## src/rtl/pred_out_pkg.sv

```systemverilog
package pred_out_pkg;

  // Per-output configuration: mode and static select
  typedef struct packed {
    logic pred;  // 1: compare flag steers the mux
    logic sel;   // static select, 1 = then input
  } ocfg_t;

  // Resolve the effective select of one output mux
  function automatic logic eff_sel(input ocfg_t cfg, input logic flag);
    return cfg.pred ? flag : cfg.sel;
  endfunction

endpackage

```

## src/rtl/pred_out_mux.sv

```systemverilog
module pred_out_mux
  import pred_out_pkg::*;
#(
  parameter int DATA_W   = 32,
  parameter int NUM_PE   = 8,
  parameter int THEN_IDX = 0,
  parameter int ELSE_IDX = 1,
  parameter int FLAG_IDX = 2
) (
  input  logic [NUM_PE*DATA_W-1:0] pe_res_i,
  input  logic [NUM_PE-1:0]        pe_flag_i,
  input  ocfg_t                    cfg_i,
  output logic [DATA_W-1:0]        res_o
);

  logic [DATA_W-1:0] then_val;
  logic [DATA_W-1:0] else_val;
  logic              sel;

  // Fixed taps on the element result bus
  assign then_val = pe_res_i[THEN_IDX*DATA_W +: DATA_W];
  assign else_val = pe_res_i[ELSE_IDX*DATA_W +: DATA_W];

  always_comb begin
    sel   = eff_sel(cfg_i, pe_flag_i[FLAG_IDX]);
    res_o = sel ? then_val : else_val;
  end

endmodule

```

## src/rtl/pred_out_reg.sv

```systemverilog
module pred_out_reg #(
  parameter int DATA_W = 32
) (
  input  logic              clk_i,
  input  logic              rst_ni,
  input  logic              en_i,
  input  logic [DATA_W-1:0] d_i,
  output logic [DATA_W-1:0] q_o
);

  logic [DATA_W-1:0] q_nxt;

  always_comb begin
    q_nxt = q_o;
    if (en_i) q_nxt = d_i;
  end

  always_ff @(posedge clk_i or negedge rst_ni) begin
    if (!rst_ni) q_o <= '0;
    else         q_o <= q_nxt;
  end

endmodule

```

## src/rtl/pred_out_net.sv

```systemverilog
module pred_out_net
  import pred_out_pkg::*;
#(
  parameter int DATA_W  = 32,
  parameter int NUM_PE  = 8,
  parameter int S1_THEN = 0,
  parameter int S1_ELSE = 1,
  parameter int S1_FLAG = 2,
  parameter int S2_THEN = 4,
  parameter int S2_ELSE = 5,
  parameter int S2_FLAG = 6
) (
  input  logic                     clk_i,
  input  logic                     rst_ni,
  input  logic                     adv_i,
  input  logic [NUM_PE*DATA_W-1:0] pe_res_i,
  input  logic [NUM_PE-1:0]        pe_flag_i,
  input  logic                     s1_pred_i,
  input  logic                     s1_sel_i,
  input  logic                     s2_pred_i,
  input  logic                     s2_sel_i,
  output logic [DATA_W-1:0]        s1_res_o,
  output logic [DATA_W-1:0]        s2_res_o
);

  localparam int BUS_W = NUM_PE * DATA_W;

  ocfg_t             s1_cfg;
  ocfg_t             s2_cfg;
  logic [DATA_W-1:0] s2_pre;

  assign s1_cfg = '{pred: s1_pred_i, sel: s1_sel_i};
  assign s2_cfg = '{pred: s2_pred_i, sel: s2_sel_i};

  // First-stage output: combinational
  pred_out_mux #(
    .DATA_W(DATA_W), .NUM_PE(NUM_PE),
    .THEN_IDX(S1_THEN), .ELSE_IDX(S1_ELSE), .FLAG_IDX(S1_FLAG)
  ) u_s1_mux (
    .pe_res_i (pe_res_i),
    .pe_flag_i(pe_flag_i),
    .cfg_i    (s1_cfg),
    .res_o    (s1_res_o)
  );

  // Second-stage output: selected, then registered
  pred_out_mux #(
    .DATA_W(DATA_W), .NUM_PE(NUM_PE),
    .THEN_IDX(S2_THEN), .ELSE_IDX(S2_ELSE), .FLAG_IDX(S2_FLAG)
  ) u_s2_mux (
    .pe_res_i (pe_res_i),
    .pe_flag_i(pe_flag_i),
    .cfg_i    (s2_cfg),
    .res_o    (s2_pre)
  );

  pred_out_reg #(.DATA_W(DATA_W)) u_s2_reg (
    .clk_i (clk_i),
    .rst_ni(rst_ni),
    .en_i  (adv_i),
    .d_i   (s2_pre),
    .q_o   (s2_res_o)
  );

  // Checks on the port behaviour
  logic [DATA_W-1:0] s1_then_w, s1_else_w, s2_then_w, s2_else_w;
  assign s1_then_w = pe_res_i[S1_THEN*DATA_W +: DATA_W];
  assign s1_else_w = pe_res_i[S1_ELSE*DATA_W +: DATA_W];
  assign s2_then_w = pe_res_i[S2_THEN*DATA_W +: DATA_W];
  assign s2_else_w = pe_res_i[S2_ELSE*DATA_W +: DATA_W];

  AST_S1_STATIC_THEN: assert property (@(posedge clk_i) disable iff (!rst_ni)
    (!s1_pred_i && s1_sel_i) |-> (s1_res_o == s1_then_w));
  AST_S1_PRED_ELSE: assert property (@(posedge clk_i) disable iff (!rst_ni)
    (s1_pred_i && !pe_flag_i[S1_FLAG]) |-> (s1_res_o == s1_else_w));
  AST_S2_HOLD: assert property (@(posedge clk_i) disable iff (!rst_ni)
    !adv_i |=> $stable(s2_res_o));
  AST_S2_LOAD_STATIC: assert property (@(posedge clk_i) disable iff (!rst_ni)
    (adv_i && !s2_pred_i && !s2_sel_i) |=> (s2_res_o == $past(s2_else_w)));
  AST_S2_LOAD_PRED: assert property (@(posedge clk_i) disable iff (!rst_ni)
    (adv_i && s2_pred_i && pe_flag_i[S2_FLAG]) |=> (s2_res_o == $past(s2_then_w)));
  AST_RST_CLEAR: assert property (@(posedge clk_i)
    !rst_ni |-> (s2_res_o == '0));

  logic unused_w;
  assign unused_w = ^{BUS_W[0]};

endmodule

```

## config.mk

```make
export PLATFORM = sky130hd
export DESIGN_NAME = pred_out_net
export DESIGN_NICKNAME = d
export VERILOG_FILES = /design/src/rtl/pred_out_pkg.sv /design/src/rtl/pred_out_mux.sv /design/src/rtl/pred_out_reg.sv /design/src/rtl/pred_out_net.sv
export SDC_FILE = /design/constraint.sdc
export NUM_CORES = 1
export LEC_CHECK = 0
export BUFFER_PORTS_ARGS = -buffer_cell sky130_fd_sc_hd__buf_2
export CORE_AREA = 2 2 131 133
export CTS_BUF_LIST = sky130_fd_sc_hd__clkbuf_4 sky130_fd_sc_hd__clkbuf_8
export CTS_CLUSTER_SIZE = 10
export DETAILED_ROUTE_END_ITERATION = 10
export DIE_AREA = 0 0 133 135
export PLACE_DENSITY_LB_ADDON = 0.05
export SYNTH_ARGS = -nofsm -noshare
export SYNTH_HDL_FRONTEND = slang
export SYNTH_SLANG_ARGS = --single-unit
```

## constraint.sdc

```tcl
create_clock -name clk_i -period 1.7 [get_ports clk_i]
set_input_delay 0.085 -clock clk_i [delete_from_list [all_inputs] [get_ports clk_i]]
set_output_delay 0.085 -clock clk_i [all_outputs]
set_load 0.02 [all_outputs]
```

# Word level (Yosys, flattened, before mapping)
# Index checks and enable logic that the tools add are counted.
# word_totals
reg_bits	32
out_inout_bits	64
# op_classes
mux	4
# ops
cell	count
32-bit 2-to-1 mux	2
1-bit 2-to-1 mux	2

# Logic depth before layout (Yosys ltp)
# Gate-level depths: netlist (run 1).
# logic_depth
ltp_word	2
ltp_mapped	4
depth_no_buf	3

# Cells and area by module
# From an unflattened synthesis (run 1), not the netlist that was laid out.
# unflattened
hier_cells	140
area_unflattened_um2	2403.6
# by_module_without_submodules
module	instances	cells_per_inst	area_each_um2
pred_out_reg	1	68	1345.0
pred_out_mux	2	36	529.3

# Worst setup path before layout (run 1)
# Ideal clock, no wire load.
# synth_path
kind	input port to output port
start	input s1_pred_i
end	output s1_res_o[4]
arrival_time_ns	1.028
cell_stages	3
path_buffers	1
required_ns	1.615
slack_ns	0.587
path_cell_list	mux2i_2 -> buf_6 -> mux2_1
# synth_between
elab_chain_len	2
# synth_lines
element	line	source
from (decl)	pred_out_net.sv:18	input logic s1_pred_i,
1-bit 2-to-1 mux	pred_out_pkg.sv:11	return cfg.pred ? flag : cfg.sel;
32-bit 2-to-1 mux	pred_out_mux.sv:26	res_o = sel ? then_val : else_val;
to (decl)	pred_out_net.sv:22	output logic [DATA_W-1:0] s1_res_o,
# No other way between the ends.

# Worst setup path after layout (run 1)
# layout_path
start	input s1_pred_i
end	output s1_res_o[6]
# Same word-level chain as after synthesis.

==> impl_metrics.csv, run 1 <==
group,metric,value,unit
critical_path,crit_type,"input pin to primary output",
global_routing,grt_pass1_vias,1990,
clock_tree,htreeDepth,2,
timing,worstMarginPinSlew,586,ps
clock_tree,clk-insertion-delay-late,280,ps
synthesis,syn_area,0.00190,mm2
final_layout,nets,646,
synthesis,async_flop_share,100,%
final_layout,top_regs,"u_s2_reg.q_o: 32 flops",
synthesis,syn_avg_cell_area,10.9,um2
timing,max_slew_margin,60.9,%
global_routing,grt_first_pass_wirelength,11400,um
final_layout,final_util,19.9,%
clock_tree,clock-root-buffer,"clkbuf_8",
run,max-cap-violations,0,
critical_path,crit_required,1620,ps
status,outcome,"complete, no violations",
timing,final_max_slew_viol_count,0,
clock_tree,cts_buffer_depth,2,
critical_path,cp_max_fo,32,
synthesis,synth_cells,175,
floorplan,die_w,133,um
placed_design,place_hpwl,6270,um
critical_path,worst_path_largest_cell_delay,350,ps
synthesis,ys_ff_latch,32,
timing,period_needed,1260,ps
final_layout,insertedDiodeCount,0,
detailed_routing,totalWireLength,7780,um
clock_tree,path_clk_slew,80,ps
synthesis,synth_edf_count,0,
critical_path,cpLargestDelayFamily,"multiplexers",
global_routing,grt_overflow_total,0,
critical_path,critPathSlowestCell,"mux2_2",
detailed_routing,drc,0,
clock_tree,cts_sinks,32,
clock_tree,post_cts_resized,0,
floorplan,ios,335,
timing,setup_violations,0,
detailed_routing,initialDrtViolationCount,26,
final_layout,area_delta_synth_final,71.5,%
final_layout,fin_area,0.00326,mm2
final_layout,regMostFlops,"u_s2_reg.q_o",
timing,clock.fmax,791,MHz
power,p_leak,1.66,nW
timing,rsz0062_at_grt,"no",
placed_design,postPlaceCellArea,0.00316,mm2
critical_path,start_kind,"input pin",
placed_design,place_congestion,0.667,
detailed_routing,via_per_inst,3.36,
synthesis,yosys_warnings,0,
floorplan,initial_core_util,11.6,%
clock_tree,cts_tree,"built",
placed_design,preCtsSetupSlack,421,ps
synthesis,synthTopCellsByArea,"dfrtp_1, mux2_2, mux2i_1",
detailed_routing,wl_per_cell,13.1,um
synthesis,synth_common_cells,"a21oi_1, dfrtp_1, mux2i_1, nor2_1, mux2_2",
floorplan,die_area,0.0180,mm2
critical_path,cp_cell_sequence,"buf_2 > mux2i_4 > buf_12 > mux2_2 > buf_2",
global_routing,antenna_found_initial,0,
critical_path,worst-path-buf-inv,3,
synthesis,yosysTopAreaCellShare,42.1,%
floorplan,die_h,135,um
detailed_routing,ant_nets,0,
final_layout,drive_gt1_share,65.1,%
timing,fin_ws,435,ps
floorplan,rows,47,
synthesis,yosysSeqAreaShare,42.1,%
power,total_power,2.44,mW
timing,final.period_utilization,74.4,%
synthesis,synth.distinct_cells,12,
synthesis,synth.net_count,446,
power,irDropWorstVdd,0.264,mV
timing,fin_tns_setup,0,ps
detailed_routing,dr.pass1.iters,4,
global_routing,grt_max_degree,65,
min_path,hold_path_class,"input pin to flip-flop",
timing,hold_viol,0,
floorplan,core,0.0164,mm2
critical_path,cp-end-kind,"primary output",
final_layout,largest_reg_flops,32,
placed_design,portBuffers,200,
timing,fin_skew,0,ps
synthesis,synth_flop_cell,"dfrtp_1",
clock_tree,cts_buffers,5,
critical_path,cp.arrival,1180,ps
synthesis,synth_top_cell_by_area,"dfrtp_1",
critical_path,crit_top_cell,"buf_2",
power,p_per_area,748,mW/mm2
clock_tree,postCtsSetupBuffers,0,
detailed_routing,dr_total_vias,2002,
global_routing,grtUsageTotal,8.34,%
[per-layer routing]
metal / share of wire (%) / global-route usage, % / vias up
li1: - / - / 1017
met1: 44 / 10.4 / 849
met2: 44 / 12.8 / 126
met3: 11 / 3.68 / 10
met4: 1.6 / 2.69 / 0
met5: 0 / 0 / -
[logic make-up (layout without fill, tap and decap cells)]
family	Yosys count	after routing	synth area share, %
flip-flops	32	32	42.1
AO/OA/AOI/OAI	32	32	8.42
multiplexers	66	66	37.7
AND/OR/NAND/NOR	32	32	6.31
buffers and inverters	13	213	5.52
[cell usage in the layout (no fill, tap or decap), drive strengths merged]
cell	count
a21oi	32
buf	205
clkbuf	7
dfrtp	32
dlygate4sd3	1
mux2	32
mux2i	34
nor2	32
[power breakdown]
part	leakage (nW)	total [mW]	internal (mW)	switching, mW
clock network	0.0503	0.672	0.361	0.311
logic	1.25	0.879	0.390	0.490
registers	0.357	0.890	0.847	0.0428
[stage by stage]
stage	instances	hold slack, ps
after floorplan	175	-211
after global placement	587	125
after detailed placement	587	117
after CTS	595	70.4
after global routing	595	91.1
final	595	89.9
[worst reg2reg max path: stages, from the launching register on]
cell and delay, ps:
dfrtp_1 400, nor2_1 100, a21oi_1 50
[final cells by class]
cell class                 instances  area (um2)
tap                              220         275
fill                            1837       13100
sequential                        32         801
multi-input combinational        130        1010
clock buffer                       7        96.3
timing repair buffer             206        1090
[final timing paths]
check	start	to	slack, ps	cells past startpoint
max	s1_pred_i	s1_res_o[6]	440	5
min	pe_res_i[143]	u_s2_reg.q_o[15]$_DFFE_PN0P_	90	3
max reg2reg	u_s2_reg.q_o[26]$_DFFE_PN0P_	u_s2_reg.q_o[26]$_DFFE_PN0P_	1030	2
min reg2reg	u_s2_reg.q_o[24]$_DFFE_PN0P_	u_s2_reg.q_o[24]$_DFFE_PN0P_	520	2
max in group asynchronous	rst_ni	u_s2_reg.q_o[2]$_DFFE_PN0P_	770	3
min in group asynchronous	rst_ni	u_s2_reg.q_o[13]$_DFFE_PN0P_	320	2
[what timing repair did]
action,4_1_cts,5_1_grt
hold buffers,1,0
setup endpoints to repair,0,0
hold endpoints to repair,21,0
Note: power is estimated with default switching activity, not from simulation.
==> run 2, diff against run 1 <==
CORE_AREA = 2 2 128 130   (was 2 2 131 133)
DIE_AREA = 0 0 130 132   (was 0 0 133 135)
clock period = 1.2 ns   (was 1.7 ns; I/O delays follow)
==> run 2 against run 1 <==
  * First-iteration DRC count up 54%
  * Design area up 7.0%
  * Via count is 0.20% higher
  * Global-route usage up 0.51 points
  * Sequential cell count is the same
  * Largest power group is now combinational logic
  * Highest routed layer unchanged
==> impl_metrics.csv, run 2 (synthesis gave the netlist of run 1 again) <==
group,metric,value,unit
clock_tree,clk-insertion-delay-late,270,ps
min_path,hp-start,"pe_res_i[153]",
detailed_routing,wl_met2,3950,um
final_layout,largest_reg_flops,32,
detailed_routing,via_per_inst,3.36,
floorplan,rows,46,
final_layout,nets,651,
clock_tree,cts_buffer_depth,2,
detailed_routing,met3WireLength,674,um
placed_design,postPlaceCellArea,0.00321,mm2
critical_path,cp-end-kind,"primary output",
clock_tree,cts_buffers,5,
floorplan,ios,335,
timing,hold_viol,0,
final_layout,num-fill-cells,1755,
timing,clock.fmax,837,MHz
placed_design,place_hpwl,6410,um
detailed_routing,dr.pass1.iters,4,
final_layout,area_delta_synth_final,83.6,%
global_routing,grt_overflow_total,0,
detailed_routing,ant_nets,0,
critical_path,rrSetupSlack,550,ps
final_layout,final_common_cell,"buf_2",
detailed_routing,highest_layer,"met4",
detailed_routing,dr_total_vias,2006,
critical_path,start_kind,"input pin",
global_routing,antenna_found_initial,0,
placed_design,place_congestion,0.666,
detailed_routing,totalWireLength,8210,um
critical_path,r2r_start,"u_s2_reg.q_o[7]$_DFFE_PN0P_",
timing,worstMarginPinSlew,442,ps
status,outcome,"complete, no violations",
clock_tree,cts_tree,"built",
floorplan,initial_core_util,12.1,%
global_routing,grt_pass1_vias,1978,
final_layout,fin_area,0.00349,mm2
global_routing,grt_max_degree,65,
critical_path,cp.arrival,1130,ps
timing,final.period_utilization,99.5,%
power,irDropWorstVdd,0.349,mV
min_path,hold_path_class,"input pin to flip-flop",
placed_design,portBuffers,200,
global_routing,grt_first_pass_wirelength,11500,um
power,p_per_area,1060,mW/mm2
final_layout,final_cell_mix,"buf_2, mux2i_1, nor2_1, a21oi_1, dfrtp_1",
min_path,whs_path_depth,3,
floorplan,die_w,130,um
global_routing,grtUsageTotal,8.84,%
floorplan,core,0.0157,mm2
min_path,whs_endpoint,"u_s2_reg.q_o[25]$_DFFE_PN0P_",
detailed_routing,drc,0,
final_layout,top_regs,"u_s2_reg.q_o: 32 flops",
clock_tree,clock-root-buffer,"clkbuf_8",
power,total_power,3.71,mW
final_layout,drive_gt1_share,65.6,%
timing,final_max_slew_viol_count,0,
run,max-cap-violations,0,
final_layout,multiInputGateArea,0.00104,mm2
critical_path,crit_type,"input pin to primary output",
critical_path,reg2regPathDepth,2,
detailed_routing,wl_per_cell,13.8,um
detailed_routing,wl_met1,3500,um
critical_path,cp_max_fo,5,
floorplan,die_area,0.0172,mm2
final_layout,ff_latch_area,801,um2
timing,rsz0062_at_grt,"yes",
power,p_leak,1.78,nW
clock_tree,htreeDepth,2,
final_layout,insertedDiodeCount,0,
timing,fin_skew,0,ps
critical_path,crit_required,1140,ps
timing,max_slew_margin,70.5,%
timing,period_needed,1190,ps
floorplan,die_h,132,um
critical_path,worstReg2RegEnd,"u_s2_reg.q_o[7]$_DFFE_PN0P_",
clock_tree,path_clk_slew,80,ps
final_layout,regMostFlops,"u_s2_reg.q_o",
clock_tree,cts_sinks,32,
detailed_routing,initialDrtViolationCount,40,
timing,setup_violations,0,
[run 2: cell type report]
class	count	area share, %
tap	216	7.74
clock inverter	3	1.22
multi-input combinational	130	29.9
clock buffer	5	1.97
sequential	32	22.9
timing repair buffer	211	36.3
[run 2: metrics by stage]
stage	setup TNS [ps]	util, %	worst slack, ps	cells	hold WS [ps]
6_report	0	22.2	5.85	597	63.6
5_1_grt	-107	22.2	-23.1	597	57.5
4_1_cts	-1800	21.5	-68.4	597	49.5
3_5_place_dp	-1510	20.4	-59.9	585	39.2
3_3_place_gp	-1410	20.4	-70.8	585	42.5
2_1_floorplan	0	-	137	175	-236
[run 2: metal layers]
layer,global-route usage [%],vias up
li1,-,1030
met1,10.4,870
met2,15.2,102
met3,3.04,4
met4,2.39,0
met5,0,-
[run 2: what timing repair did]
item                                    in CTS  in global routing
endpoints found under the hold margin       14                  0
resized for setup                            0                 41
cloned                                       1                  1
hold buffers                                 1                  0
setup buffers                                2                  1
pin swaps                                    0                  0
endpoints found under the setup margin      25                 32
[run 2: how the worst max path moves through the flow]
stage | from | end | slack [ps] | depth (start not counted)
global route | s1_pred_i | s1_res_o[30] | -20 | 6
floorplan | s1_pred_i | s1_res_o[4] | 140 | 3
global placement | s2_pred_i | u_s2_reg.q_o[12]$_DFFE_PN0P_ | -70 | 5
finish | s1_pred_i | s1_res_o[0] | 6 | 6
CTS | s1_pred_i | s1_res_o[30] | -70 | 5
detailed placement | s1_pred_i | s1_res_o[9] | -60 | 5
[run 2: where the power goes]
| group | total (mW) | switching (mW) | internal, mW |
|---|---|---|---|
| clock | 1.07 | 0.454 | 0.615 |
| sequential | 1.26 | 0.0621 | 1.20 |
| combinational | 1.38 | 0.720 | 0.660 |
[run 2: worst max-delay path: stages]
cell and delay (ps):
buf_8 70, mux2i_4 250, buf_6 160, clkbuf_16 150
mux2_4 300, buf_6 130
==> run 3, diff against run 2 <==
--- a/config.mk
+++ b/config.mk
@@ -8,2 +8,3 @@
 export BUFFER_PORTS_ARGS = -buffer_cell sky130_fd_sc_hd__buf_2
+export CAP_MARGIN = 20
 export CORE_AREA = 2 2 128 130
==> constraint.sdc (replaced) <==
create_clock -name clk_i -period 1.2 [get_ports clk_i]
set_input_delay 0.24 -clock clk_i [delete_from_list [all_inputs] [get_ports clk_i]]
set_output_delay 0.24 -clock clk_i [all_outputs]
set_load 0.02 [all_outputs]
==> run 3 against run 2 <==
  * Power is 7.2% higher
  * Clock skew stayed put
  * Non-clock buffer count is 3 higher
  * Worst setup slack worse by 370 ps
  * Critical path type unchanged
  * Sequential share of layout area is 1.7 points lower
  * First-iteration DRC count is 57% higher
  * Core utilization is 1.8 points higher
  * Sequential power hardly changed
  * Global-route usage is 4.2 points higher
  * Sequential cell count stayed put
  * Clock power hardly changed
  * Register-to-register slack hardly changed
  * The flow now finishes with violations (setup timing)
==> impl_metrics.csv, run 3 (synthesis gave the netlist of run 1 again) <==
group,metric,value,unit
clock_tree,cts_sinks,32,
detailed_routing,dr.pass1.iters,4,
floorplan,ios,335,
power,p_leak,1.95,nW
timing,fin_skew,0,ps
clock_tree,clk-insertion-delay-late,280,ps
floorplan,rows,46,
final_layout,top_regs,"u_s2_reg.q_o: 32 flops",
timing,fin_tns_setup,-10960,ps
global_routing,grt_pass1_vias,2219,
final_layout,drive_gt1_share,66.4,%
floorplan,core,0.0157,mm2
timing,setup_violations,32,
timing,max_slew_margin,80.6,%
power,p_per_area,1050,mW/mm2
detailed_routing,drc,0,
detailed_routing,via_per_inst,3.57,
clock_tree,clock-root-buffer,"clkbuf_8",
critical_path,start_kind,"input pin",
clock_tree,cts_buffers,5,
placed_design,portBuffers,200,
detailed_routing,totalWireLength,11500,um
clock_tree,cts_tree,"built",
critical_path,crit_required,960,ps
placed_design,place_congestion,0.813,
clock_tree,htreeDepth,2,
final_layout,finalNonFillerCells,602,
floorplan,initial_core_util,12.1,%
final_layout,final_common_cell,"buf_2",
global_routing,antenna_found_initial,5,
floorplan,die_h,132,um
detailed_routing,ant_nets,0,
timing,clock.fmax,641,MHz
detailed_routing,initialDrtViolationCount,63,
placed_design,preCtsSetupSlack,-442,ps
placed_design,place_hpwl,9500,um
timing,fin_hold_ws,245,ps
floorplan,die_w,130,um
critical_path,cp.arrival,1320,ps
status,violations,"setup timing",
critical_path,cpLargestDelayFamily,"multiplexers",
final_layout,nets,654,
critical_path,cp_max_fo,6,
power,irDropWorstVdd,0.555,mV
detailed_routing,dr_total_vias,2147,
floorplan,die_area,0.0172,mm2
critical_path,critPathSlowestCell,"mux2_4",
status,outcome,"finished, violations left",
critical_path,crit_type,"input pin to primary output",
critical_path,cp-end-kind,"primary output",
final_layout,largest_reg_flops,32,
global_routing,grt_first_pass_wirelength,15800,um
final_layout,fin_area,0.00378,mm2
timing,worstMarginPinSlew,283,ps
min_path,hold_path_class,"input pin to flip-flop",
timing,period_needed,1560,ps
global_routing,grt_max_degree,35,
placed_design,postPlaceCellArea,0.00333,mm2
critical_path,worst-path-buf-inv,4,
critical_path,crit_top_cell,"buf_6",
final_layout,num-fill-cells,1715,
final_layout,area_delta_synth_final,98.4,%
timing,fin_ws,-361,ps
clock_tree,path_clk_slew,80,ps
final_layout,final_cell_mix,"buf_2, buf_6",
global_routing,grtUsageTotal,13.0,%
critical_path,worst_path_largest_cell_delay,310,ps
timing,final.period_utilization,130,%
timing,rsz0062_at_grt,"yes",
final_layout,regMostFlops,"u_s2_reg.q_o",
run,max-cap-violations,0,
timing,hold_viol,0,
critical_path,cp_cell_sequence,"buf_8 > mux2i_4 > buf_6 > clkbuf_16 > mux2_4 > buf_6",
placed_design,placed_cells,586,
global_routing,grt_overflow_total,0,
detailed_routing,wl_per_cell,19.1,um
clock_tree,cts_buffer_depth,2,
timing,final_max_slew_viol_count,0,
run 3: layout make-up:
class | instances | area [um2] | share of cell area [%]
clock buffers | 6 | 76.3 | 2.02
well taps | 216 | 270 | 7.16
multi-input cells | 130 | 1130 | 29.8
repair buffers | 214 | 1460 | 38.7
clock inverters | 2 | 35.0 | 0.928
diodes | 2 | 5.00 | 0.133
flip-flops and latches | 32 | 801 | 21.2
run 3: metrics by stage:
step,util (%),total power [mW]
after floorplan,-,2.06
after global placement,21.2,2.73
after detailed placement,21.2,2.72
after CTS,23.1,3.97
after global routing,24.0,4.22
final,24.0,3.98
run 3: power breakdown:
part,switching (mW),internal [mW]
clock,0.436,0.639
combinational,0.833,0.808
sequential,0.0610,1.20
total,1.33,2.65
run 3: per-layer routing:
metal	routed length [um]	GRT usage [%]	vias up	part of all wire [%]
met5	24	0	-	0.21
met4	87	2.33	4	0.76
met3	1590	6.78	12	14
met2	3720	14.6	131	32
met1	6050	21.1	963	53
li1	-	-	1037	-
run 3: final timing paths:
kind	startpoint	end	slack [ps]	depth (start not counted)
max	s1_pred_i	s1_res_o[2]	-360	6
min	pe_res_i[143]	u_s2_reg.q_o[15]$_DFFE_PN0P_	250	3
max reg2reg	u_s2_reg.q_o[26]$_DFFE_PN0P_	u_s2_reg.q_o[26]$_DFFE_PN0P_	550	2
min reg2reg	u_s2_reg.q_o[13]$_DFFE_PN0P_	u_s2_reg.q_o[13]$_DFFE_PN0P_	520	2
max in group asynchronous	rst_ni	u_s2_reg.q_o[29]$_DFFE_PN0P_	580	3
min in group asynchronous	rst_ni	u_s2_reg.q_o[16]$_DFFE_PN0P_	430	3
run 3: timing repair:
action | CTS | global route
endpoints found under the hold margin | 32 | 0
hold buffers | 1 | 0
setup buffers | 3 | 0
resized for setup | 33 | 44
cloned | 2 | 1
endpoints found under the setup margin | 32 | 32
run 3: worst min-delay path, cell delays in order:
cell	delay, ps
buf_2	70
mux2i_1	50
a21oi_1	130
